<file path="config.mk">
export PLATFORM = sky130hd
export DESIGN_NAME = vl_loop_sequencer
export DESIGN_NICKNAME = d
export VERILOG_FILES = /design/src/rtl/vls_pkg.sv /design/src/rtl/vls_setup.sv /design/src/rtl/vls_len_calc.sv /design/src/rtl/vls_iter_ctrl.sv /design/src/rtl/vl_loop_sequencer.sv
export SDC_FILE = /design/constraint.sdc
export NUM_CORES = 1
export LEC_CHECK = 0
export ABC_CLOCK_PERIOD_IN_PS = 7130
export BUFFER_PORTS_ARGS = -buffer_cell sky130_fd_sc_hd__buf_2
export CAP_MARGIN = 25
export CORE_UTILIZATION = 65
export CTS_BUF_LIST = sky130_fd_sc_hd__clkbuf_4
export DETAILED_ROUTE_END_ITERATION = 10
export PLACE_DENSITY = 0.88
export SKIP_LAST_GASP = 1
export SLEW_MARGIN = 20
export SYNTH_ARGS = -nofsm -noshare
export SYNTH_HDL_FRONTEND = slang
export SYNTH_HIERARCHICAL = 1
export SYNTH_SLANG_ARGS = --single-unit
</file>
<file path="constraint.sdc">
create_clock -name clk -period 7.13 [get_ports clk]
set_clock_uncertainty 0.2 [all_clocks]
set_input_delay 0 -clock clk [delete_from_list [all_inputs] [get_ports clk]]
set_output_delay 0 -clock clk [all_outputs]
set_load 0.05 [all_outputs]
</file>
<file path="src/rtl/vls_pkg.sv">
package vls_pkg;
   typedef enum logic {
      VLS_IDLE = 1'b0,
      VLS_RUN  = 1'b1
   } vls_state_e;

   localparam int unsigned VLS_ESZ_W   = 2;
   localparam int unsigned VLS_MAX_ESZ = 3;

   function automatic int unsigned vls_log2(input int unsigned v);
      int unsigned r;
      r = 0;
      while ((32'd1 << r) < v) r++;
      return r;
   endfunction

   function automatic bit vls_is_pow2(input int unsigned v);
      return (v != 0) && ((v & (v - 1)) == 0);
   endfunction
endpackage

</file>
<file path="src/rtl/vls_setup.sv">
module vls_setup
   import vls_pkg::*;
#(
   parameter int unsigned ADDR_W = 32,
   parameter int unsigned CNT_W  = 16,
   localparam int unsigned TOT_W = CNT_W + VLS_MAX_ESZ
) (
   input  logic [ADDR_W-1:0]    base_addr,
   input  logic [CNT_W-1:0]     elem_count,
   input  logic [VLS_ESZ_W-1:0] elem_size,
   output logic [TOT_W-1:0]     total_bytes,
   output logic [ADDR_W-1:0]    end_addr
);
   logic [TOT_W-1:0] count_wide;

   always_comb begin
      count_wide  = TOT_W'(elem_count);
      total_bytes = count_wide << elem_size;
      end_addr    = base_addr + ADDR_W'(total_bytes);
   end
endmodule

</file>
<file path="src/rtl/vls_len_calc.sv">
module vls_len_calc
   import vls_pkg::*;
#(
   parameter int unsigned IDX_W        = 20,
   parameter int unsigned MAX_VL_BYTES = 64,
   parameter bit          LAST_BY_BITS = 1'b1,
   localparam int unsigned LOG_MAX     = vls_log2(MAX_VL_BYTES),
   localparam int unsigned LEN_W       = LOG_MAX + 1
) (
   input  logic [IDX_W-1:0] idx,
   output logic [LEN_W-1:0] len,
   output logic             last
);
   logic [IDX_W-1:0] remain;
   logic             fits;

   always_comb remain = IDX_W'(0) - idx;

   generate
      if (LAST_BY_BITS) begin : g_last_bits
         logic [IDX_W-LOG_MAX-1:0] upper;
         logic [LOG_MAX-1:0]       lower;
         always_comb begin
            upper = remain[IDX_W-1:LOG_MAX];
            lower = remain[LOG_MAX-1:0];
            fits  = (upper == '0) ||
                    ((upper == (IDX_W-LOG_MAX)'(1)) && (lower == '0));
         end
      end else begin : g_last_cmp
         always_comb fits = (remain <= IDX_W'(MAX_VL_BYTES));
      end
   endgenerate

   always_comb begin
      last = fits;
      len  = fits ? remain[LEN_W-1:0] : LEN_W'(MAX_VL_BYTES);
   end
endmodule

</file>
<file path="src/rtl/vls_iter_ctrl.sv">
module vls_iter_ctrl
   import vls_pkg::*;
#(
   parameter int unsigned ADDR_W       = 32,
   parameter int unsigned TOT_W        = 19,
   parameter int unsigned MAX_VL_BYTES = 64,
   localparam int unsigned IDX_W       = TOT_W + 1,
   localparam int unsigned LEN_W       = vls_log2(MAX_VL_BYTES) + 1
) (
   input  logic              clk,
   input  logic              rst_n,
   input  logic              start,
   input  logic [TOT_W-1:0]  total_bytes,
   input  logic [ADDR_W-1:0] end_addr_in,
   input  logic [LEN_W-1:0]  cur_len,
   input  logic              cur_last,
   input  logic              ready,
   output logic [IDX_W-1:0]  idx,
   output logic [ADDR_W-1:0] end_addr,
   output logic              running,
   output logic              done
);
   vls_state_e state_q;
   logic       accept;

   always_comb begin
      running = (state_q == VLS_RUN);
      accept  = running && ready;
   end

   always_ff @(posedge clk or negedge rst_n) begin
      if (!rst_n) begin
         state_q  <= VLS_IDLE;
         idx      <= '0;
         end_addr <= '0;
         done     <= 1'b0;
      end else begin
         done <= 1'b0;
         unique case (state_q)
            VLS_IDLE: begin
               if (start) begin
                  end_addr <= end_addr_in;
                  idx      <= IDX_W'(0) - {1'b0, total_bytes};
                  if (total_bytes == '0) done <= 1'b1;
                  else                   state_q <= VLS_RUN;
               end
            end
            VLS_RUN: begin
               if (accept) begin
                  if (cur_last) begin
                     state_q <= VLS_IDLE;
                     done    <= 1'b1;
                  end else begin
                     idx <= idx + IDX_W'(cur_len);
                  end
               end
            end
            default: state_q <= VLS_IDLE;
         endcase
      end
   end

   AST_LEN_BOUND: assert property (@(posedge clk) disable iff (!rst_n)
      running |-> (cur_len != '0) && (cur_len <= LEN_W'(MAX_VL_BYTES)));
   AST_FULL_UNLESS_LAST: assert property (@(posedge clk) disable iff (!rst_n)
      (running && !cur_last) |-> (cur_len == LEN_W'(MAX_VL_BYTES)));
   AST_DONE_AFTER_LAST: assert property (@(posedge clk) disable iff (!rst_n)
      (accept && cur_last) |=> (done && !running));
   AST_DONE_SINGLE: assert property (@(posedge clk) disable iff (!rst_n)
      done |=> !done);
   AST_START_IGNORED: assert property (@(posedge clk) disable iff (!rst_n)
      (running && start && !accept) |=> ($stable(idx) && $stable(end_addr)));
endmodule

</file>
<file path="src/rtl/vl_loop_sequencer.sv">
module vl_loop_sequencer
   import vls_pkg::*;
#(
   parameter int unsigned ADDR_W       = 32,
   parameter int unsigned CNT_W        = 16,
   parameter int unsigned MAX_VL_BYTES = 64,
   parameter bit          LAST_BY_BITS = 1'b1,
   localparam int unsigned TOT_W       = CNT_W + VLS_MAX_ESZ,
   localparam int unsigned IDX_W       = TOT_W + 1,
   localparam int unsigned LEN_W       = vls_log2(MAX_VL_BYTES) + 1
) (
   input  logic              clk,
   input  logic              rst_n,
   input  logic              start_i,
   input  logic [ADDR_W-1:0] base_addr_i,
   input  logic [CNT_W-1:0]  elem_count_i,
   input  logic [1:0]        elem_size_i,
   input  logic              vec_ready_i,
   output logic              vec_valid_o,
   output logic [ADDR_W-1:0] vec_addr_o,
   output logic [LEN_W-1:0]  vec_len_o,
   output logic              vec_last_o,
   output logic              done_o,
   output logic              busy_o,
   output logic [LEN_W-1:0]  max_len_o
);
   generate
      if (!vls_is_pow2(MAX_VL_BYTES) || MAX_VL_BYTES < 8) begin : g_bad_max
         $error("MAX_VL_BYTES must be a power of two of at least 8");
      end
      if (ADDR_W <= IDX_W) begin : g_bad_addr
         $error("ADDR_W must exceed the byte index width");
      end
      if (IDX_W <= LEN_W) begin : g_bad_cnt
         $error("CNT_W too small for MAX_VL_BYTES");
      end
   endgenerate

   logic [TOT_W-1:0]  total_bytes;
   logic [ADDR_W-1:0] end_in;
   logic [ADDR_W-1:0] end_q;
   logic [IDX_W-1:0]  idx;
   logic [LEN_W-1:0]  cur_len;
   logic              cur_last;
   logic              running;
   logic              done;

   vls_setup #(.ADDR_W(ADDR_W), .CNT_W(CNT_W)) u_setup (
      .base_addr   (base_addr_i),
      .elem_count  (elem_count_i),
      .elem_size   (elem_size_i),
      .total_bytes (total_bytes),
      .end_addr    (end_in)
   );

   vls_len_calc #(.IDX_W(IDX_W), .MAX_VL_BYTES(MAX_VL_BYTES),
                  .LAST_BY_BITS(LAST_BY_BITS)) u_len (
      .idx  (idx),
      .len  (cur_len),
      .last (cur_last)
   );

   vls_iter_ctrl #(.ADDR_W(ADDR_W), .TOT_W(TOT_W),
                   .MAX_VL_BYTES(MAX_VL_BYTES)) u_ctrl (
      .clk         (clk),
      .rst_n       (rst_n),
      .start       (start_i),
      .total_bytes (total_bytes),
      .end_addr_in (end_in),
      .cur_len     (cur_len),
      .cur_last    (cur_last),
      .ready       (vec_ready_i),
      .idx         (idx),
      .end_addr    (end_q),
      .running     (running),
      .done        (done)
   );

   always_comb begin
      vec_valid_o = running;
      vec_addr_o  = end_q + {{(ADDR_W-IDX_W){idx[IDX_W-1]}}, idx};
      vec_len_o   = cur_len;
      vec_last_o  = running && cur_last;
      done_o      = done;
      busy_o      = running;
      max_len_o   = LEN_W'(MAX_VL_BYTES);
   end

   AST_HOLD_STABLE: assert property (@(posedge clk) disable iff (!rst_n)
      (vec_valid_o && !vec_ready_i) |=> (vec_valid_o && $stable(vec_addr_o)
         && $stable(vec_len_o) && $stable(vec_last_o)));
   AST_ADDR_STEP: assert property (@(posedge clk) disable iff (!rst_n)
      (vec_valid_o && vec_ready_i && !vec_last_o) |=> (vec_valid_o &&
         (vec_addr_o == $past(vec_addr_o) + ADDR_W'($past(vec_len_o)))));
   AST_BACK_TO_BACK: assert property (@(posedge clk) disable iff (!rst_n)
      (vec_valid_o && vec_ready_i && !vec_last_o) |=> vec_valid_o);
   AST_MAX_CONST: assert property (@(posedge clk) disable iff (!rst_n)
      max_len_o == LEN_W'(MAX_VL_BYTES));
endmodule

</file>
==> reports/metrics.yaml <==
root_buffer: "clkbuf_4"
finalHoldViolCount: 0
grt_pass1_vias: 6790
path_cells: "inv_1, ha_1, nor4b_1, nand4_1, o31ai_2, o211ai_1, nor4_1, ha_1, inv_1, fa_1, nor2b_1, o31ai_1, a21o_1, or4b_2, nand3_1"
totalWireLength_um: 19300
finalCritPeriodShare_pct: 72.2
syn_to_final_growth_pct: 14.3
dieArea_um2: 11200
rrSetupSlack_ns: 1.98
ys_seq_area_share_pct: 19.2
ys.flop_type: "dfrtp_1"
antenna-diode-count: 0
min-delay-path-class: "input pin to flop"
cts_resized: 0
outcome: "finished clean"
most-common-layout-cells: "154 x nand2_1, 96 x buf_2, 62 x a21oi_1"
end_kind: "flop"
drive_gt1_share_pct: 15.9
die_w_um: 106
antenna_found_initial: 0
io_buffer_count: 96
gp_congestion: 0.923
fin_util_pct: 77.0
slowest_delay_ns: 0.64
cts_num_sinks: 54
cts_setup_buffers: 0
worst_slew_pin_slew_ns: 0.822
synthCells: 889
cts-htree-levels: 2
timing.fmax_mhz: 194
path_max_fanout: 10
syn-cell-area_um2: 7020
clockBufferDepth: 2
crit_required_ns: 7.28
num-fill-cells: 794
rsz0062_at_grt: "no"
finalCriticalPeriod_ns: 5.15
vias: 7260
die_y_um: 106
hpwl_um: 14100
drt-initial-drc-count: 870
ys_types: 99
ys_async_sr_fraction_pct: 100
viasPerCell: 6.39
synth-seq-cells: 54
start_util_pct: 67.4
setup_viol: 0
synth-edff-count: 0
avgSynthCellArea_um2: 7.90
numCtsBuffers: 5
fp.coreArea_um2: 10400
dr.pass1.iters: 7
crit_path_start_kind: "flop"
arrival_ns: 5.29
grt_usage_pct: 35.2
pin_count: 104
critPathKind: "flop to flop"
grt_max_degree: 55
max-slew-margin-rel_pct: 45.1
clk_pin_slew_ns: 0.17
cp_top_family: "simple AND/OR/NAND/NOR gates"
tns_ns: 0
drv_slew: 0
cpMaxStageDelayCell: "or4b_2"
fin_nets: 1117
drv_cap: 0
cts_tree: "yes"
grt_first_pass_wirelength_um: 32100
wl_per_cell_um: 17.0
drtAntennaViolNets: 0
holdBufCountCts: 42
drcViolationCount: 0
final_common_cell: "nand2_1"
crit_buf_inv: 2
num_rows: 37
clkLatencyLatePin_ns: 0.42
synth_warnings: 6
grt_overflow: 0
-- flip-flops by register name (all words and copies together) (netlist names) --
signal,cells
u_ctrl/done,1
u_ctrl/end_addr,32
u_ctrl/idx,20
u_ctrl/running,1
-- final timing paths --
check                                    startpoint                   to  cells past startpoint
worst max register to register        u_ctrl/idx[1]       u_ctrl/idx[14]                     15
worst max-delay path                  u_ctrl/idx[1]       u_ctrl/idx[14]                     15
worst min-delay path                 base_addr_i[7]   u_ctrl/end_addr[7]                      5
max in group asynchronous                     rst_n  u_ctrl/end_addr[16]                      3
min in group asynchronous                     rst_n   u_ctrl/end_addr[1]                      3
worst min register to register  u_ctrl/end_addr[10]  u_ctrl/end_addr[10]                      2
-- cell usage after synthesis, drive strengths merged, types with 3 or more instances --
master    n  area share [%]
nand3    33             2.4
inv      23             1.2
and4      3            0.39
clkbuf   24             1.3
nor3     22             1.7
nand2b    5            0.45
buf      20             1.8
a21o     28             3.0
ha       60              11
nand2   154             8.2
a22oi     3            0.52
xor2     33             4.1
nand4    15             1.3
dfrtp    54              19
or2       4            0.36
o221ai    3            0.37
a31oi     8             1.1
nor2     48             2.6
o21bai    8             1.0
o311ai    5            0.62
o31a      3            0.37
xnor2    48             6.0
a221o     3            0.43
nor3b     3            0.39
and3     12             1.1
mux4      4             1.3
or3       5            0.52
o31ai     8            0.93
a311oi    3            0.37
a211o     4            0.50
o21ai    34             2.7
a21oi    64             4.7
o21a      9            0.96
mux2i    22             3.1
a221oi    3            0.46
mux2      4            0.64
o22ai     5            0.45
o211ai   14             1.8
nor2b    11            0.98
fa        3            0.86
nor4     21             2.3
or4       9             1.2
a211oi    9             1.0
-- layer usage --
metal | part of all wire (%) | vias up | track usage, % | wire length (um)
met5 | 0 | - | 0 | 0
met3 | 7.4 | 30 | 3.25 | 1430
met1 | 43 | 3380 | 47.9 | 8380
li1 | - | 3507 | - | -
met2 | 47 | 343 | 59.6 | 9170
met4 | 1.7 | 0 | 10.0 | 330
-- cells by family after synthesis --
group | after synthesis | synth area share, %
xor gates and xnor gates | 81 | 10.1
AOI/OAI and AO/OA | 235 | 24.3
other | 2 | 0.107
and+or+nand+nor | 356 | 25.3
adders and majority gates | 63 | 11.5
muxes | 30 | 5.06
DFF | 54 | 19.2
buffers and inverters | 68 | 4.33
-- tightest hold or removal path, cell delays in order --
cell and delay [ns]:
buf_2 0.08, ha_1 0.24, xnor2_1 0.11, nand2_1 0.11, nand2_1 0.06
-- metrics by stage --
stage	worst slack [ns]	cell area (um2)	hold WS, ns	instances
floorplan	1.26	7040	-0.496	894
detailed placement	2.29	7520	-0.0358	1087
finish	1.98	8020	0.00822	1137
global placement	2.41	7520	-0.0423	1087
CTS	2.19	8020	0.00995	1137
global route	1.82	8020	0.0463	1137
-- layout make-up --
cell class                      count  area, um2  share of cell area [%]
Clock buffer                        5       37.5                   0.468
Tap cell                          136        170                    2.12
Inverter                           24       90.1                    1.12
Multi-Input combinational cell    772       5390                    67.2
Timing Repair Buffer              143        938                    11.7
Sequential cell                    54       1350                    16.8
Clock inverter                      3       47.5                   0.593
Power is left out: the tool's default activity adds up to more than one toggle a clock period on the data nets, which glitch-free logic cannot reach.
